--- config.mk ---
export PLATFORM = sky130hd
export DESIGN_NAME = dual_conv_seq
export DESIGN_NICKNAME = d
export VERILOG_FILES = /design/src/rtl/dcs_pkg.sv /design/src/rtl/dcs_hold_capture.sv /design/src/rtl/dcs_prio_pick.sv /design/src/rtl/dcs_slot_ctrl.sv /design/src/rtl/dual_conv_seq.sv
export SDC_FILE = /design/constraint.sdc
export NUM_CORES = 1
export LEC_CHECK = 0
export ABC_AREA = 1
export BUFFER_PORTS_ARGS = -buffer_cell sky130_fd_sc_hd__buf_2
export CORE_UTILIZATION = 42
export CTS_CLUSTER_SIZE = 16
export DETAILED_ROUTE_END_ITERATION = 8
export PLACE_DENSITY = 0.69
export SYNTH_ARGS = -nofsm -noshare
export SYNTH_HDL_FRONTEND = slang
export SYNTH_HIERARCHICAL = 1
export SYNTH_SLANG_ARGS = --single-unit
--- constraint.sdc ---
create_clock -name clk -period 3.2 [get_ports clk]
set_input_delay 0 -clock clk [delete_from_list [all_inputs] [get_ports clk]]
set_output_delay 0 -clock clk [all_outputs]
set_load 0.02 [all_outputs]
--- src/rtl/dcs_pkg.sv ---
package dcs_pkg;
  typedef enum logic {
    SLOT_IDLE = 1'b0,
    SLOT_RUN  = 1'b1
  } slot_state_e;
endpackage

--- src/rtl/dcs_hold_capture.sv ---
module dcs_hold_capture #(
  parameter int unsigned PAIRS  = 3,
  parameter int unsigned DATA_W = 12,
  parameter int unsigned IDX_W  = 2
) (
  input  logic                     clk,
  input  logic                     rst,
  input  logic [PAIRS-1:0]         hold_n,
  input  logic [PAIRS*DATA_W-1:0]  samp_x0,
  input  logic [PAIRS*DATA_W-1:0]  samp_x1,
  input  logic                     clr_vld,
  input  logic [IDX_W-1:0]         clr_idx,
  output logic [PAIRS-1:0]         pend,
  output logic [PAIRS*DATA_W-1:0]  held_x0,
  output logic [PAIRS*DATA_W-1:0]  held_x1,
  output logic                     overrun
);

  logic [PAIRS-1:0]        hold_q;
  logic [PAIRS-1:0]        fall;
  logic [PAIRS-1:0]        pend_q;
  logic [PAIRS*DATA_W-1:0] x0_q;
  logic [PAIRS*DATA_W-1:0] x1_q;
  logic                    ovr_q;

  // Previous strobe level tracks the pins even in reset, so a level held
  // low across reset is not seen as an edge afterwards.
  always_ff @(posedge clk) begin
    hold_q <= hold_n;
  end

  assign fall = hold_q & ~hold_n;

  always_ff @(posedge clk) begin
    if (rst) begin
      pend_q <= '0;
      x0_q   <= '0;
      x1_q   <= '0;
      ovr_q  <= 1'b0;
    end else begin
      for (int i = 0; i < PAIRS; i++) begin
        if (clr_vld && (clr_idx == IDX_W'(i))) begin
          pend_q[i] <= 1'b0;
        end else if (fall[i] && !pend_q[i]) begin
          pend_q[i]                  <= 1'b1;
          x0_q[i*DATA_W +: DATA_W]   <= samp_x0[i*DATA_W +: DATA_W];
          x1_q[i*DATA_W +: DATA_W]   <= samp_x1[i*DATA_W +: DATA_W];
        end
      end
      if (|(fall & pend_q)) begin
        ovr_q <= 1'b1;
      end
    end
  end

  assign pend    = pend_q;
  assign held_x0 = x0_q;
  assign held_x1 = x1_q;
  assign overrun = ovr_q;

  assert_overrun_sticky_R8: assert property (@(posedge clk) disable iff (rst)
    ovr_q |=> ovr_q);

  assert_clear_only_pending_R5: assert property (@(posedge clk) disable iff (rst)
    clr_vld |-> pend_q[clr_idx]);

endmodule

--- src/rtl/dcs_prio_pick.sv ---
module dcs_prio_pick #(
  parameter int unsigned PAIRS = 3,
  parameter int unsigned IDX_W = 2
) (
  input  logic [PAIRS-1:0] req,
  output logic             pick_vld,
  output logic [IDX_W-1:0] pick_idx
);

  always_comb begin
    pick_vld = |req;
    pick_idx = '0;
    for (int i = PAIRS - 1; i >= 0; i--) begin
      if (req[i]) begin
        pick_idx = IDX_W'(i);
      end
    end
  end

endmodule

--- src/rtl/dcs_slot_ctrl.sv ---
module dcs_slot_ctrl
  import dcs_pkg::*;
#(
  parameter int unsigned DATA_W   = 12,
  parameter int unsigned IDX_W    = 2,
  parameter int unsigned BUSY_CYC = 13,
  parameter int unsigned SLOT_CYC = 16
) (
  input  logic              clk,
  input  logic              rst,
  input  logic              pick_vld,
  input  logic [IDX_W-1:0]  pick_idx,
  input  logic [DATA_W-1:0] sel_x0,
  input  logic [DATA_W-1:0] sel_x1,
  output logic [IDX_W-1:0]  cur_idx,
  output logic              done,
  output logic              busy_n,
  output logic              wr_en,
  output logic [IDX_W-1:0]  wr_pair,
  output logic [DATA_W-1:0] wr_x0,
  output logic [DATA_W-1:0] wr_x1
);

  localparam int unsigned CNT_W = $clog2(SLOT_CYC);

  slot_state_e       state_q;
  logic [CNT_W-1:0]  cnt_q;
  logic [IDX_W-1:0]  cur_q;
  logic              busy_n_q;
  logic              wr_q;
  logic [IDX_W-1:0]  pair_q;
  logic [DATA_W-1:0] x0_q;
  logic [DATA_W-1:0] x1_q;
  logic              slot_end;

  assign done     = (state_q == SLOT_RUN) && (cnt_q == CNT_W'(BUSY_CYC - 1));
  assign slot_end = (cnt_q == CNT_W'(SLOT_CYC - 1));

  always_ff @(posedge clk) begin
    if (rst) begin
      state_q  <= SLOT_IDLE;
      cnt_q    <= '0;
      cur_q    <= '0;
      busy_n_q <= 1'b1;
      wr_q     <= 1'b0;
      pair_q   <= '0;
      x0_q     <= '0;
      x1_q     <= '0;
    end else begin
      wr_q <= done;
      if (done) begin
        busy_n_q <= 1'b1;
        pair_q   <= cur_q;
        x0_q     <= sel_x0;
        x1_q     <= sel_x1;
      end
      unique case (state_q)
        SLOT_IDLE: begin
          if (pick_vld) begin
            state_q  <= SLOT_RUN;
            cur_q    <= pick_idx;
            cnt_q    <= '0;
            busy_n_q <= 1'b0;
          end
        end
        SLOT_RUN: begin
          if (slot_end) begin
            if (pick_vld) begin
              cur_q    <= pick_idx;
              cnt_q    <= '0;
              busy_n_q <= 1'b0;
            end else begin
              state_q <= SLOT_IDLE;
            end
          end else begin
            cnt_q <= cnt_q + 1'b1;
          end
        end
      endcase
    end
  end

  assign cur_idx = cur_q;
  assign busy_n  = busy_n_q;
  assign wr_en   = wr_q;
  assign wr_pair = pair_q;
  assign wr_x0   = x0_q;
  assign wr_x1   = x1_q;

  // Independent count of busy-low cycles for the window check.
  logic [CNT_W:0] low_run_q;
  always_ff @(posedge clk) begin
    if (rst || busy_n_q) begin
      low_run_q <= '0;
    end else begin
      low_run_q <= low_run_q + 1'b1;
    end
  end

  assert_busy_window_R4: assert property (@(posedge clk) disable iff (rst)
    ($rose(busy_n_q) && !$past(rst)) |-> (low_run_q == (CNT_W+1)'(BUSY_CYC)));

  assert_write_on_busy_rise_R5: assert property (@(posedge clk) disable iff (rst)
    ($rose(busy_n_q) && !$past(rst)) |-> wr_q);

  assert_strobe_single_R5: assert property (@(posedge clk) disable iff (rst)
    wr_q |=> !wr_q);

  assert_busy_only_in_slot_R7: assert property (@(posedge clk) disable iff (rst)
    !busy_n_q |-> (state_q == SLOT_RUN));

endmodule

--- src/rtl/dual_conv_seq.sv ---
module dual_conv_seq #(
  parameter int unsigned PAIRS    = 3,
  parameter int unsigned DATA_W   = 12,
  parameter int unsigned BUSY_CYC = 13,
  parameter int unsigned SLOT_CYC = 16,
  parameter int unsigned IDX_W    = $clog2(PAIRS)
) (
  input  logic                    clk,
  input  logic                    rst,
  input  logic [PAIRS-1:0]        hold_n,
  input  logic [PAIRS*DATA_W-1:0] samp_x0,
  input  logic [PAIRS*DATA_W-1:0] samp_x1,
  output logic                    busy_n,
  output logic                    wr_en,
  output logic [IDX_W-1:0]        wr_pair,
  output logic [DATA_W-1:0]       wr_x0,
  output logic [DATA_W-1:0]       wr_x1,
  output logic                    overrun
);

  logic [PAIRS-1:0]        pend;
  logic [PAIRS*DATA_W-1:0] held_x0;
  logic [PAIRS*DATA_W-1:0] held_x1;
  logic                    pick_vld;
  logic [IDX_W-1:0]        pick_idx;
  logic [IDX_W-1:0]        cur_idx;
  logic                    done;
  logic [DATA_W-1:0]       sel_x0;
  logic [DATA_W-1:0]       sel_x1;

  dcs_hold_capture #(.PAIRS(PAIRS), .DATA_W(DATA_W), .IDX_W(IDX_W)) u_capture (
    .clk     (clk),
    .rst     (rst),
    .hold_n  (hold_n),
    .samp_x0 (samp_x0),
    .samp_x1 (samp_x1),
    .clr_vld (done),
    .clr_idx (cur_idx),
    .pend    (pend),
    .held_x0 (held_x0),
    .held_x1 (held_x1),
    .overrun (overrun)
  );

  dcs_prio_pick #(.PAIRS(PAIRS), .IDX_W(IDX_W)) u_pick (
    .req      (pend),
    .pick_vld (pick_vld),
    .pick_idx (pick_idx)
  );

  always_comb begin
    sel_x0 = '0;
    sel_x1 = '0;
    for (int i = 0; i < PAIRS; i++) begin
      if (cur_idx == IDX_W'(i)) begin
        sel_x0 = held_x0[i*DATA_W +: DATA_W];
        sel_x1 = held_x1[i*DATA_W +: DATA_W];
      end
    end
  end

  dcs_slot_ctrl #(.DATA_W(DATA_W), .IDX_W(IDX_W), .BUSY_CYC(BUSY_CYC),
                  .SLOT_CYC(SLOT_CYC)) u_slot (
    .clk      (clk),
    .rst      (rst),
    .pick_vld (pick_vld),
    .pick_idx (pick_idx),
    .sel_x0   (sel_x0),
    .sel_x1   (sel_x1),
    .cur_idx  (cur_idx),
    .done     (done),
    .busy_n   (busy_n),
    .wr_en    (wr_en),
    .wr_pair  (wr_pair),
    .wr_x0    (wr_x0),
    .wr_x1    (wr_x1)
  );

endmodule

==> results of run 1 <==
## per-layer routing
| metal | wire length [um] | GRT usage (%) | up-vias |
|---|---|---|---|
| met3 | 778 | 4.50 | 9 |
| met1 | 7210 | 32.6 | 2407 |
| met2 | 6320 | 34.8 | 176 |
| li1 | - | - | 2800 |
| met5 | 0 | 0 | - |
| met4 | 143 | 7.97 | 0 |
## stage by stage
| step | setup slack, ns | hold WS, ns | utilization, % | cells | cell area [um^2] |
|---|---|---|---|---|---|
| floorplan | 1.48 | 0.0277 | - | 785 | 5320 |
| global placement | 0.962 | 0.118 | 47.8 | 1017 | 5820 |
| detailed placement | 0.900 | 0.117 | 47.8 | 1017 | 5820 |
| CTS | 0.878 | 0.225 | 59.1 | 1121 | 7180 |
| global route | 0.624 | 0.242 | 59.1 | 1121 | 7180 |
| finish | 0.872 | 0.237 | 59.1 | 1121 | 7180 |
## layout make-up
| class | count | area share [%] |
|---|---|---|
| clock buffer | 23 | 7.07 |
| clock inverter | 5 | 1.39 |
| inverter | 91 | 4.82 |
| multi-input combinational | 531 | 33.1 |
| sequential | 114 | 31.8 |
| tap | 168 | 2.93 |
| timing repair buffer | 189 | 18.9 |
## kinds of logic (layout without fill, tap and decap cells)
| kind of cell | after synthesis | after routing | share of synthesized area (%) |
|---|---|---|---|
| adder cells (fa/ha/maj) | 2 | 2 | 0.470 |
| flip-flops | 114 | 114 | 42.9 |
| AND/OR/NAND/NOR | 465 | 465 | 38.1 |
| buffers and inverters | 140 | 308 | 12.4 |
| AO/OA/AOI/OAI | 64 | 64 | 6.11 |
## worst max-delay path by stage
stage / startpoint / to / slack, ns / cells after the start
3_5_place_dp: u_slot/cnt_q[0]$_SDFF_PP0_ / u_capture/held_x0[14]$_SDFFE_PP0P_ / 0.90 / 9
3_3_place_gp: u_slot/cnt_q[0]$_SDFF_PP0_ / u_capture/held_x0[13]$_SDFFE_PP0P_ / 0.96 / 9
5_1_grt: u_slot/cnt_q[0]$_SDFF_PP0_ / u_capture/held_x0[23]$_SDFFE_PP0P_ / 0.62 / 9
4_1_cts: u_slot/cnt_q[0]$_SDFF_PP0_ / u_capture/held_x0[14]$_SDFFE_PP0P_ / 0.88 / 9
6_report: u_slot/cnt_q[0]$_SDFF_PP0_ / u_capture/held_x0[14]$_SDFFE_PP0P_ / 0.87 / 9
2_1_floorplan: u_slot/cnt_q[0]$_SDFF_PP0_ / u_capture/held_x1[10]$_SDFFE_PP0P_ / 1.48 / 10
## registers in the layout (all words and copies together), names as in the netlist
register,cells
u_capture/held_x0,36
u_capture/hold_q,3
u_slot/cur_idx,2
u_slot/busy_n,1
u_slot/wr_x1,12
u_capture/held_x1,36
u_slot/wr_pair,2
u_capture/overrun,1
u_slot/wr_x0,12
u_slot/wr_en,1
u_slot/cnt_q,4
u_capture/pend,3
u_slot/state_q,1
## power by group through the flow
stage	registers [mW]	logic, mW	clock network, mW
global route	1.56	0.480	2.02
CTS	1.55	0.417	1.95
detailed placement	1.58	0.345	0
floorplan	1.56	0.252	0
global placement	1.58	0.342	0
finish	1.55	0.425	1.93
## timing repair
item                       in CTS  in global routing
hold endpoints to repair       84                  0
setup endpoints to repair       0                  0
hold buffers                   76                  0
## placed cells by master, fill, tap and decap left out
cell type and count:
sky130_fd_sc_hd__a21oi_1 30, sky130_fd_sc_hd__clkbuf_16 17, sky130_fd_sc_hd__o21ai_0 32, sky130_fd_sc_hd__nand4_1 1, sky130_fd_sc_hd__nand4_4 1, sky130_fd_sc_hd__buf_12 1, sky130_fd_sc_hd__dfxtp_1 114, sky130_fd_sc_hd__o21bai_1 1
sky130_fd_sc_hd__nand3_1 154, sky130_fd_sc_hd__nand2_1 113, sky130_fd_sc_hd__nand3_2 1, sky130_fd_sc_hd__inv_6 1, sky130_fd_sc_hd__inv_1 86, sky130_fd_sc_hd__nand3b_1 2, sky130_fd_sc_hd__nand2_2 1, sky130_fd_sc_hd__buf_2 105
sky130_fd_sc_hd__nor2_1 176, sky130_fd_sc_hd__inv_2 4, sky130_fd_sc_hd__ha_1 2, sky130_fd_sc_hd__dlygate4sd3_1 76, sky130_fd_sc_hd__bufinv_16 3, sky130_fd_sc_hd__nor2_8 1, sky130_fd_sc_hd__clkbuf_8 6, sky130_fd_sc_hd__nor2_2 15
sky130_fd_sc_hd__clkinv_2 2, sky130_fd_sc_hd__buf_4 7, sky130_fd_sc_hd__a21boi_0 1
==> impl_metrics.yaml, run 1 <==
clock_tree:
  clock_root_buffer: "sky130_fd_sc_hd__clkbuf_16"
  cts_post_setup_buffers_inserted: 0
  clk_path_buf_depth: 2
  postcts_resize_cnt: 0
  ctsHtreeMaxLevel: 4
  path_clk_slew_ns: 0.05
  cts.sink_count: 114
  cts_tree: "built"
  worstSkewPairLatency_ns: 0.40
  numCtsBuffers: 17
power:
  vdd_drop_max_uv: 311
  p_int_mw: 3.02
  power.net_switching_uw: 888
  power.combinational.fraction_pct: 10.9
  leakage_nw: 3.49
  pwr-share-clk_pct: 49.4
  total_power_mw: 3.91
  power_frac_seq_pct: 39.8
  power_switching_share_pct: 22.7
  p_per_area_nw_per_um2: 544
synthesis:
  synth_edf_count: 0
  synth.avg_cell_area_um2: 6.78
  ys_async_sr_fraction_pct: 0
  yosys.area.top_type_share_pct: 42.9
  ys_seq_area_share_pct: 42.9
  synth_ff_type: "sky130_fd_sc_hd__dfxtp_1"
  synth_warnings: 6
  netlist-cell-type-count: 25
  syn-instance-count: 785
  synth_most_common_cell: "sky130_fd_sc_hd__nor2_1"
  netlist_top_cells_area: "sky130_fd_sc_hd__dfxtp_1 (43%), sky130_fd_sc_hd__nand3_1 (14%), sky130_fd_sc_hd__nor2_1 (12%)"
  post_synth_instance_area_um2: 5320
  synth.net_count: 864
  synth_top_cell_by_area: "sky130_fd_sc_hd__dfxtp_1"
  synth.ff_latch_count: 114
  synthTopCellsByCount: "sky130_fd_sc_hd__nor2_1 (177), sky130_fd_sc_hd__nand3_1 (154), sky130_fd_sc_hd__dfxtp_1 (114)"
sta:
  final_setup_fails: 0
  period_needed_ns: 2.33
  worst_slew_margin_rel_pct: 16.2
  timing_max_transition_violations_final: 0
  fmax_ghz: 0.430
  hold_violations_final: 0
  final_worst_path_cycle_share_pct: 72.7
  tightestPinTransition_ns: 1.26
  finalSetupTns_ns: 0
  setup_repair_after_global_routing_missed_its_margin: "no"
  skew_ns: 0.00515
cells_and_area:
  antennaDiodeCount: 0
  regArea_um2: 2280
  areaGrowthSynthToFinish_pct: 35.0
  final_layout_size_suffix_gt1_share_pct: 17.3
  fillcell_total: 1135
  num-nets-final: 1023
  multi_input_area_um2: 2380
critical_path:
  number_of_cells_on_the_worst_reg_to_reg_path: 9
  critical_path_arrival_ns: 2.66
  crit_path_cell_trace: "inv_1 -> ha_1 -> nand4_4 -> inv_6 -> nand3_1 -> buf_4 -> nand3_1 -> nand2_1 -> nor2_1"
  worstPathBufferInverterCount: 3
  path_delay_family: "simple AND/OR/NAND/NOR gates"
  critical_path.slowest_cell: "sky130_fd_sc_hd__inv_6"
  cp_max_fo: 32
  worst_path_most_repeated_cell: "sky130_fd_sc_hd__nand3_1"
  max_stage_delay_ns: 0.36
  critPathKind: "reg2reg"
  timing.rr.end: "u_capture/held_x0[14]$_SDFFE_PP0P_"
  worst-r2r-setup-slack_ns: 0.87
  setup.worst_path.end_class: "register"
  critical_path.reg2reg.startpoint: "u_slot/cnt_q[0]$_SDFF_PP0_"
  cp-start-kind: "register"
  cp_data_required_time_ns: 3.53
placed_design:
  buffer_ports.inserted: 105
  post-dp-hpwl_um: 9260
  globalplace.congestion: 0.791
routing:
  avgRoutedWirePerCell_um: 12.9
  dr_total_vias: 5392
  drt-initial-drc-count: 448
  firstDrtPassIters: 5
  detail_route.wirelength_um: 14500
  route.antenna.remaining_nets: 0
  remaining_drc_errors: 0
  routed_via_density: 4.81
min_path:
  holdPathEnd: "u_capture/hold_q[0]$_DFF_P_"
  timing.hold.worst_path_depth: 2
  timing.hold.worst.class: "in2reg"
  worst_hold_startpoint: "hold_n[0]"
global_routing:
  first_global_vias: 4830
  grt_remaining_overflow: 0
  grt_first_pass_wirelength_um: 23400
  grt_start_max_net_pins: 76
  global_route.usage.total_pct: 23.0
  number_of_antenna_violations_at_the_first_check_in_global_routing: 0
floorplan:
  design.die.area_um2: 13100
  top_level_ports: 106
  core_area_um2: 12200
  die_h_um: 115
  fp.dieW_um: 115
  initial_core_util_pct: 43.7
  num_rows: 40
outcome:
  result_of_the_run: "finished clean"
run:
  max_cap_violations: 0
Note: power is estimated with default switching activity, not from simulation.
==> run 2: changes to the inputs <==
--- a/config.mk
+++ b/config.mk
@@ -10,7 +10,7 @@
 export CORE_UTILIZATION = 42
 export CTS_CLUSTER_SIZE = 16
 export DETAILED_ROUTE_END_ITERATION = 8
-export PLACE_DENSITY = 0.69
+export PLACE_DENSITY = 0.71
 export SYNTH_ARGS = -nofsm -noshare
 export SYNTH_HDL_FRONTEND = slang
 export SYNTH_HIERARCHICAL = 1
==> constraint.sdc (replaced) <==
create_clock -name clk -period 1.9 [get_ports clk]
set_input_delay 0 -clock clk [delete_from_list [all_inputs] [get_ports clk]]
set_output_delay 0 -clock clk [all_outputs]
set_load 0.02 [all_outputs]
==> impl_metrics.yaml, run 2 (synthesis gave the netlist of run 1 again) <==
global_routing:
  grt_remaining_overflow: 0
  global_routing_s_busiest_layer: "met2"
  grt_start_max_net_pins: 53
  gr_util_met2_pct: 35.2
  grt_first_pass_wirelength_um: 24000
  grt_util_met1_pct: 33.3
  global_route.usage.total_pct: 23.4
  first_global_vias: 4883
  grtUsageMet3_pct: 4.34
  number_of_antenna_violations_at_the_first_check_in_global_routing: 0
floorplan:
  num_rows: 40
  design.die.area_um2: 13100
  fp.dieW_um: 115
  die_h_um: 115
  initial_core_util_pct: 43.7
  core_area_um2: 12200
  top_level_ports: 106
placed_design:
  post-place-cells: 1026
  buffer_ports.inserted: 105
  placement.setup.worst_slack_ns: -0.0195
  post-dp-hpwl_um: 9250
  globalplace.congestion: 0.845
cells_and_area:
  antennaDiodeCount: 0
  final_layout_size_suffix_gt1_share_pct: 18.3
  final_cell_mix: "sky130_fd_sc_hd__nor2_1 (176), sky130_fd_sc_hd__nand3_1 (154), sky130_fd_sc_hd__dfxtp_1 (114)"
  num-nets-final: 1032
  commonest_non_fill_non_tap_cell_in_the_layout: "sky130_fd_sc_hd__nor2_1"
  areaGrowthSynthToFinish_pct: 37.5
  instances_no_fill: 1134
critical_path:
  timing.rr.end: "u_capture/held_x0[24]$_SDFFE_PP0P_"
  crit_path_cell_trace: "inv_1 -> ha_1 -> nand4_4 -> inv_6 -> nand2_1 -> nor2_1 -> nor2_4 -> nor2_1 -> nor2_1"
  worst_path_most_repeated_cell: "sky130_fd_sc_hd__nor2_1"
  cp-start-kind: "register"
  critical_path_arrival_ns: 2.05
  critPathKind: "reg2reg"
  cp_data_required_time_ns: 2.24
  critical_path.reg2reg.startpoint: "u_slot/cnt_q[0]$_SDFF_PP0_"
  cp_max_fo: 24
  max_stage_delay_ns: 0.49
  critical_path.slowest_cell: "sky130_fd_sc_hd__nor2_4"
  number_of_cells_on_the_worst_reg_to_reg_path: 9
  setup.worst_path.end_class: "register"
  worst-r2r-setup-slack_ns: 0.19
routing:
  firstDrtPassIters: 5
  avgRoutedWirePerCell_um: 13.0
  routed_via_density: 4.80
  dr_total_vias: 5446
  remaining_drc_errors: 0
  route.antenna.remaining_nets: 0
  detail_route.wirelength_um: 14700
  drt-initial-drc-count: 372
min_path:
  holdPathEnd: "u_capture/hold_q[2]$_DFF_P_"
  timing.hold.worst_path_depth: 2
  timing.hold.worst.class: "in2reg"
  worst_hold_startpoint: "hold_n[2]"
sta:
  fin_ws_ns: 0.186
  tightestPinTransition_ns: 0.568
  worst_slew_margin_rel_pct: 62.0
  timing_max_transition_violations_final: 0
  skew_ns: 0.0129
  period_needed_ns: 1.71
  fmax_ghz: 0.583
  final_worst_path_cycle_share_pct: 90.2
  hold_violations_final: 0
  final_setup_fails: 0
  setup_repair_after_global_routing_missed_its_margin: "no"
clock_tree:
  cts.sink_count: 114
  ctsHtreeMaxLevel: 4
  worstSkewPairLatency_ns: 0.41
  clock_root_buffer: "sky130_fd_sc_hd__clkbuf_16"
  cts_tree: "built"
  path_clk_slew_ns: 0.05
  clk_path_buf_depth: 2
  cts_post_setup_buffers_inserted: 0
  numCtsBuffers: 17
run:
  max_cap_violations: 0
power:
  leakage_nw: 3.55
  p_per_area_nw_per_um2: 916
  vdd_drop_max_uv: 581
outcome:
  result_of_the_run: "finished clean"
## run 2: changes by cell type in the layout (fill, tap and decap cells not counted)
| cell | before | now |
|---|---|---|
| sky130_fd_sc_hd__buf_4 | 7 | 14 |
| sky130_fd_sc_hd__clkinvlp_4 | 0 | 3 |
| sky130_fd_sc_hd__buf_12 | 1 | 3 |
| sky130_fd_sc_hd__nor2_2 | 15 | 13 |
| sky130_fd_sc_hd__nor2_4 | 0 | 2 |
| sky130_fd_sc_hd__clkbuf_1 | 0 | 1 |
## run 2: routing by layer
layer / part of all wire (%) / up-vias
met5: 0 / -
met4: 2.2 / 0
met3: 6.1 / 32
met2: 44 / 217
met1: 48 / 2395
li1: - / 2802
## run 2: report_power, final
group          total [mW]  switching (mW)  internal, mW
combinational       0.740           0.395         0.345
clock                3.35            1.08          2.27
sequential           2.61          0.0898          2.52
total                6.70            1.57          5.13
## run 2: area by class of cell
cell class | instances | area (um^2)
clock buffers | 24 | 512
flip-flops and latches | 114 | 2280
repair buffers | 198 | 1450
inverters | 91 | 347
fillers | 1101 | 4850
clock inverters | 8 | 123
multi-input cells | 531 | 2390
well taps | 168 | 210
## run 2: worst max-delay path by stage
stage                                           from  slack (ns)                                 end  cells after the start
after floorplan           u_slot/cnt_q[0]$_SDFF_PP0_        0.18  u_capture/held_x1[10]$_SDFFE_PP0P_                     10
after global placement    u_slot/cnt_q[0]$_SDFF_PP0_        0.02  u_capture/held_x1[24]$_SDFFE_PP0P_                      9
after detailed placement  u_slot/cnt_q[0]$_SDFF_PP0_       -0.02  u_capture/held_x1[29]$_SDFFE_PP0P_                      9
after CTS                 u_slot/cnt_q[0]$_SDFF_PP0_        0.20  u_capture/held_x0[24]$_SDFFE_PP0P_                      9
after global routing      u_slot/cnt_q[0]$_SDFF_PP0_        0.07  u_capture/held_x0[23]$_SDFFE_PP0P_                      9
final                     u_slot/cnt_q[0]$_SDFF_PP0_        0.19  u_capture/held_x0[24]$_SDFFE_PP0P_                      9
## run 2: through the flow
stage / power [mW] / setup TNS [ns] / util, % / instance area, um^2 / hold WS [ns]
2_1_floorplan: 3.06 / 0 / - / 5320 / 0.0277
3_3_place_gp: 3.24 / 0 / 48.6 / 5910 / 0.118
3_5_place_dp: 3.26 / -0.117 / 48.6 / 5910 / 0.120
4_1_cts: 6.71 / 0 / 60.1 / 7310 / 0.232
5_1_grt: 6.97 / 0 / 60.1 / 7310 / 0.242
6_report: 6.70 / 0 / 60.1 / 7310 / 0.235
## run 2: critical path, delay by kind of cell (launching register included)
family / cells / cell delay, ns
fa+ha+maj: 1 / 0.22
buf+inv: 2 / 0.10
simple gates: 6 / 0.99
flops: 1 / 0.32
## run 2: repair_timing
item | CTS | global route
endpoints found under the hold margin | 84 | 0
resized for setup | 2 | 0
hold buffers | 76 | 0
setup endpoints to repair | 32 | 0
==> run 3: changes to the inputs <==
--- a/config.mk
+++ b/config.mk
@@ -7,6 +7,7 @@
 export LEC_CHECK = 0
 export ABC_AREA = 1
 export BUFFER_PORTS_ARGS = -buffer_cell sky130_fd_sc_hd__buf_2
+export CORE_ASPECT_RATIO = 0.7
 export CORE_UTILIZATION = 42
 export CTS_CLUSTER_SIZE = 16
 export DETAILED_ROUTE_END_ITERATION = 8
==> impl_metrics.yaml, run 3 (synthesis gave the netlist of run 1 again) <==
sta:
  setup_repair_after_global_routing_missed_its_margin: "no"
  hold_violations_final: 0
  final_setup_fails: 0
  skew_ns: 0.00971
  tightestPinTransition_ns: 0.719
  timing_max_transition_violations_final: 0
  final_worst_path_cycle_share_pct: 91.0
  worst_slew_margin_rel_pct: 52.0
  fmax_ghz: 0.578
  period_needed_ns: 1.73
clock_tree:
  numCtsBuffers: 17
  clock_root_buffer: "sky130_fd_sc_hd__clkbuf_16"
  cts_post_setup_buffers_inserted: 0
  cts_tree: "built"
  worstSkewPairLatency_ns: 0.41
  clk_path_buf_depth: 2
  ctsHtreeMaxLevel: 4
  cts.sink_count: 114
  path_clk_slew_ns: 0.05
global_routing:
  global_route.usage.total_pct: 24.3
  grt_start_max_net_pins: 57
  first_global_vias: 4751
  grt_first_pass_wirelength_um: 24100
  grt_remaining_overflow: 0
  number_of_antenna_violations_at_the_first_check_in_global_routing: 0
floorplan:
  die_h_um: 96.2
  initial_core_util_pct: 44.3
  design.die.area_um2: 13100
  num_rows: 33
  fp.dieW_um: 137
  top_level_ports: 106
  core_area_um2: 12000
critical_path:
  cp_data_required_time_ns: 2.24
  critical_path_arrival_ns: 2.07
  setup.worst_path.end_class: "register"
  cp_max_fo: 24
  cp-start-kind: "register"
  critPathKind: "reg2reg"
routing:
  dr_total_vias: 5513
  drt-initial-drc-count: 547
  route.antenna.remaining_nets: 0
  remaining_drc_errors: 0
  detail_route.wirelength_um: 15200
  routed_via_density: 4.90
  avgRoutedWirePerCell_um: 13.5
  firstDrtPassIters: 5
cells_and_area:
  fillcell_total: 1108
  num-nets-final: 1033
  areaGrowthSynthToFinish_pct: 37.7
  final_cell_mix: "sky130_fd_sc_hd__nor2_1 (176), sky130_fd_sc_hd__nand3_1 (154), sky130_fd_sc_hd__dfxtp_1 (114)"
  commonest_non_fill_non_tap_cell_in_the_layout: "sky130_fd_sc_hd__nor2_1"
  antennaDiodeCount: 0
  final_layout_size_suffix_gt1_share_pct: 18.2
  postLayoutCellArea_um2: 7330
placed_design:
  post-dp-hpwl_um: 9880
  dpl-instance-area_um2: 5930
  globalplace.congestion: 0.868
  buffer_ports.inserted: 105
outcome:
  result_of_the_run: "finished clean"
power:
  leakage_nw: 3.56
  total_power_mw: 6.74
  p_per_area_nw_per_um2: 919
  vdd_drop_max_uv: 636
min_path:
  timing.hold.worst.class: "in2reg"
run:
  max_cap_violations: 0
[run 3: cell types whose count changed in the layout (fill, tap and decap cells not counted)]
| cell | delta |
|---|---|
| sky130_fd_sc_hd__bufinv_16 | +1 |
| sky130_fd_sc_hd__buf_12 | +2 |
| sky130_fd_sc_hd__clkbuf_8 | -3 |
| sky130_fd_sc_hd__clkbuf_1 | +2 |
| sky130_fd_sc_hd__buf_4 | -1 |
[run 3: layer usage]
layer / track usage, % / up-vias / part of all wire (%)
met5: 0 / - / 0
met4: 6.67 / 0 / 0.58
met2: 32.9 / 217 / 40
met3: 5.85 / 8 / 8.6
met1: 37.1 / 2476 / 51
li1: - / 2812 / -
[run 3: what timing repair did]
item,4_1_cts,5_1_grt
setup endpoints to repair,35,0
endpoints found under the hold margin,84,0
hold buffers,76,0
gates resized for setup,2,0
[run 3: critical path: stages, from the launching register on]
cell	delay, ns
sky130_fd_sc_hd__dfxtp_1	0.33
sky130_fd_sc_hd__inv_1	0.06
sky130_fd_sc_hd__ha_1	0.22
sky130_fd_sc_hd__nand4_4	0.12
sky130_fd_sc_hd__inv_6	0.03
sky130_fd_sc_hd__nand2_1	0.05
sky130_fd_sc_hd__nor2_1	0.07
sky130_fd_sc_hd__nor2_4	0.51
sky130_fd_sc_hd__nor2_1	0.12
sky130_fd_sc_hd__nor2_1	0.14
[run 3: report_power, final]
part	leakage [nW]	internal, mW	switching [mW]
logic	2.32	0.347	0.403
registers	0.934	2.52	0.0956
clock network	0.299	2.29	1.08
[run 3: layout make-up]
type | count | area (um^2) | area share [%]
Sequential cell | 114 | 2280 | 31.1
Clock buffer | 23 | 478 | 6.52
Timing Repair Buffer | 199 | 1480 | 20.2
Multi-Input combinational cell | 531 | 2390 | 32.6
Tap cell | 157 | 196 | 2.68
Clock inverter | 9 | 153 | 2.08
Inverter | 91 | 347 | 4.73
[run 3: final timing paths]
check / from / end / slack [ns] / cells past startpoint
setup / recovery: u_slot/cnt_q[0]$_SDFF_PP0_ / u_capture/held_x0[14]$_SDFFE_PP0P_ / 0.17 / 9
hold / removal: hold_n[2] / u_capture/hold_q[2]$_DFF_P_ / 0.24 / 2
setup reg to reg: u_slot/cnt_q[0]$_SDFF_PP0_ / u_capture/held_x0[14]$_SDFFE_PP0P_ / 0.17 / 9
hold reg to reg: u_slot/wr_x1[7]$_SDFFE_PP0P_ / u_slot/wr_x1[7]$_SDFFE_PP0P_ / 0.48 / 2
[run 3: stage by stage]
step | hold WS, ns | utilization [%] | std cells | setup WS, ns | setup TNS [ns]
after global placement | 0.118 | 49.3 | 1016 | -0.0193 | -0.213
after CTS | 0.230 | 61.0 | 1124 | 0.195 | 0
final | 0.240 | 61.0 | 1124 | 0.171 | 0
after detailed placement | 0.117 | 49.3 | 1016 | -0.0586 | -0.944
after floorplan | 0.0277 | - | 785 | 0.180 | 0
after global routing | 0.236 | 61.0 | 1124 | 0.0343 | 0
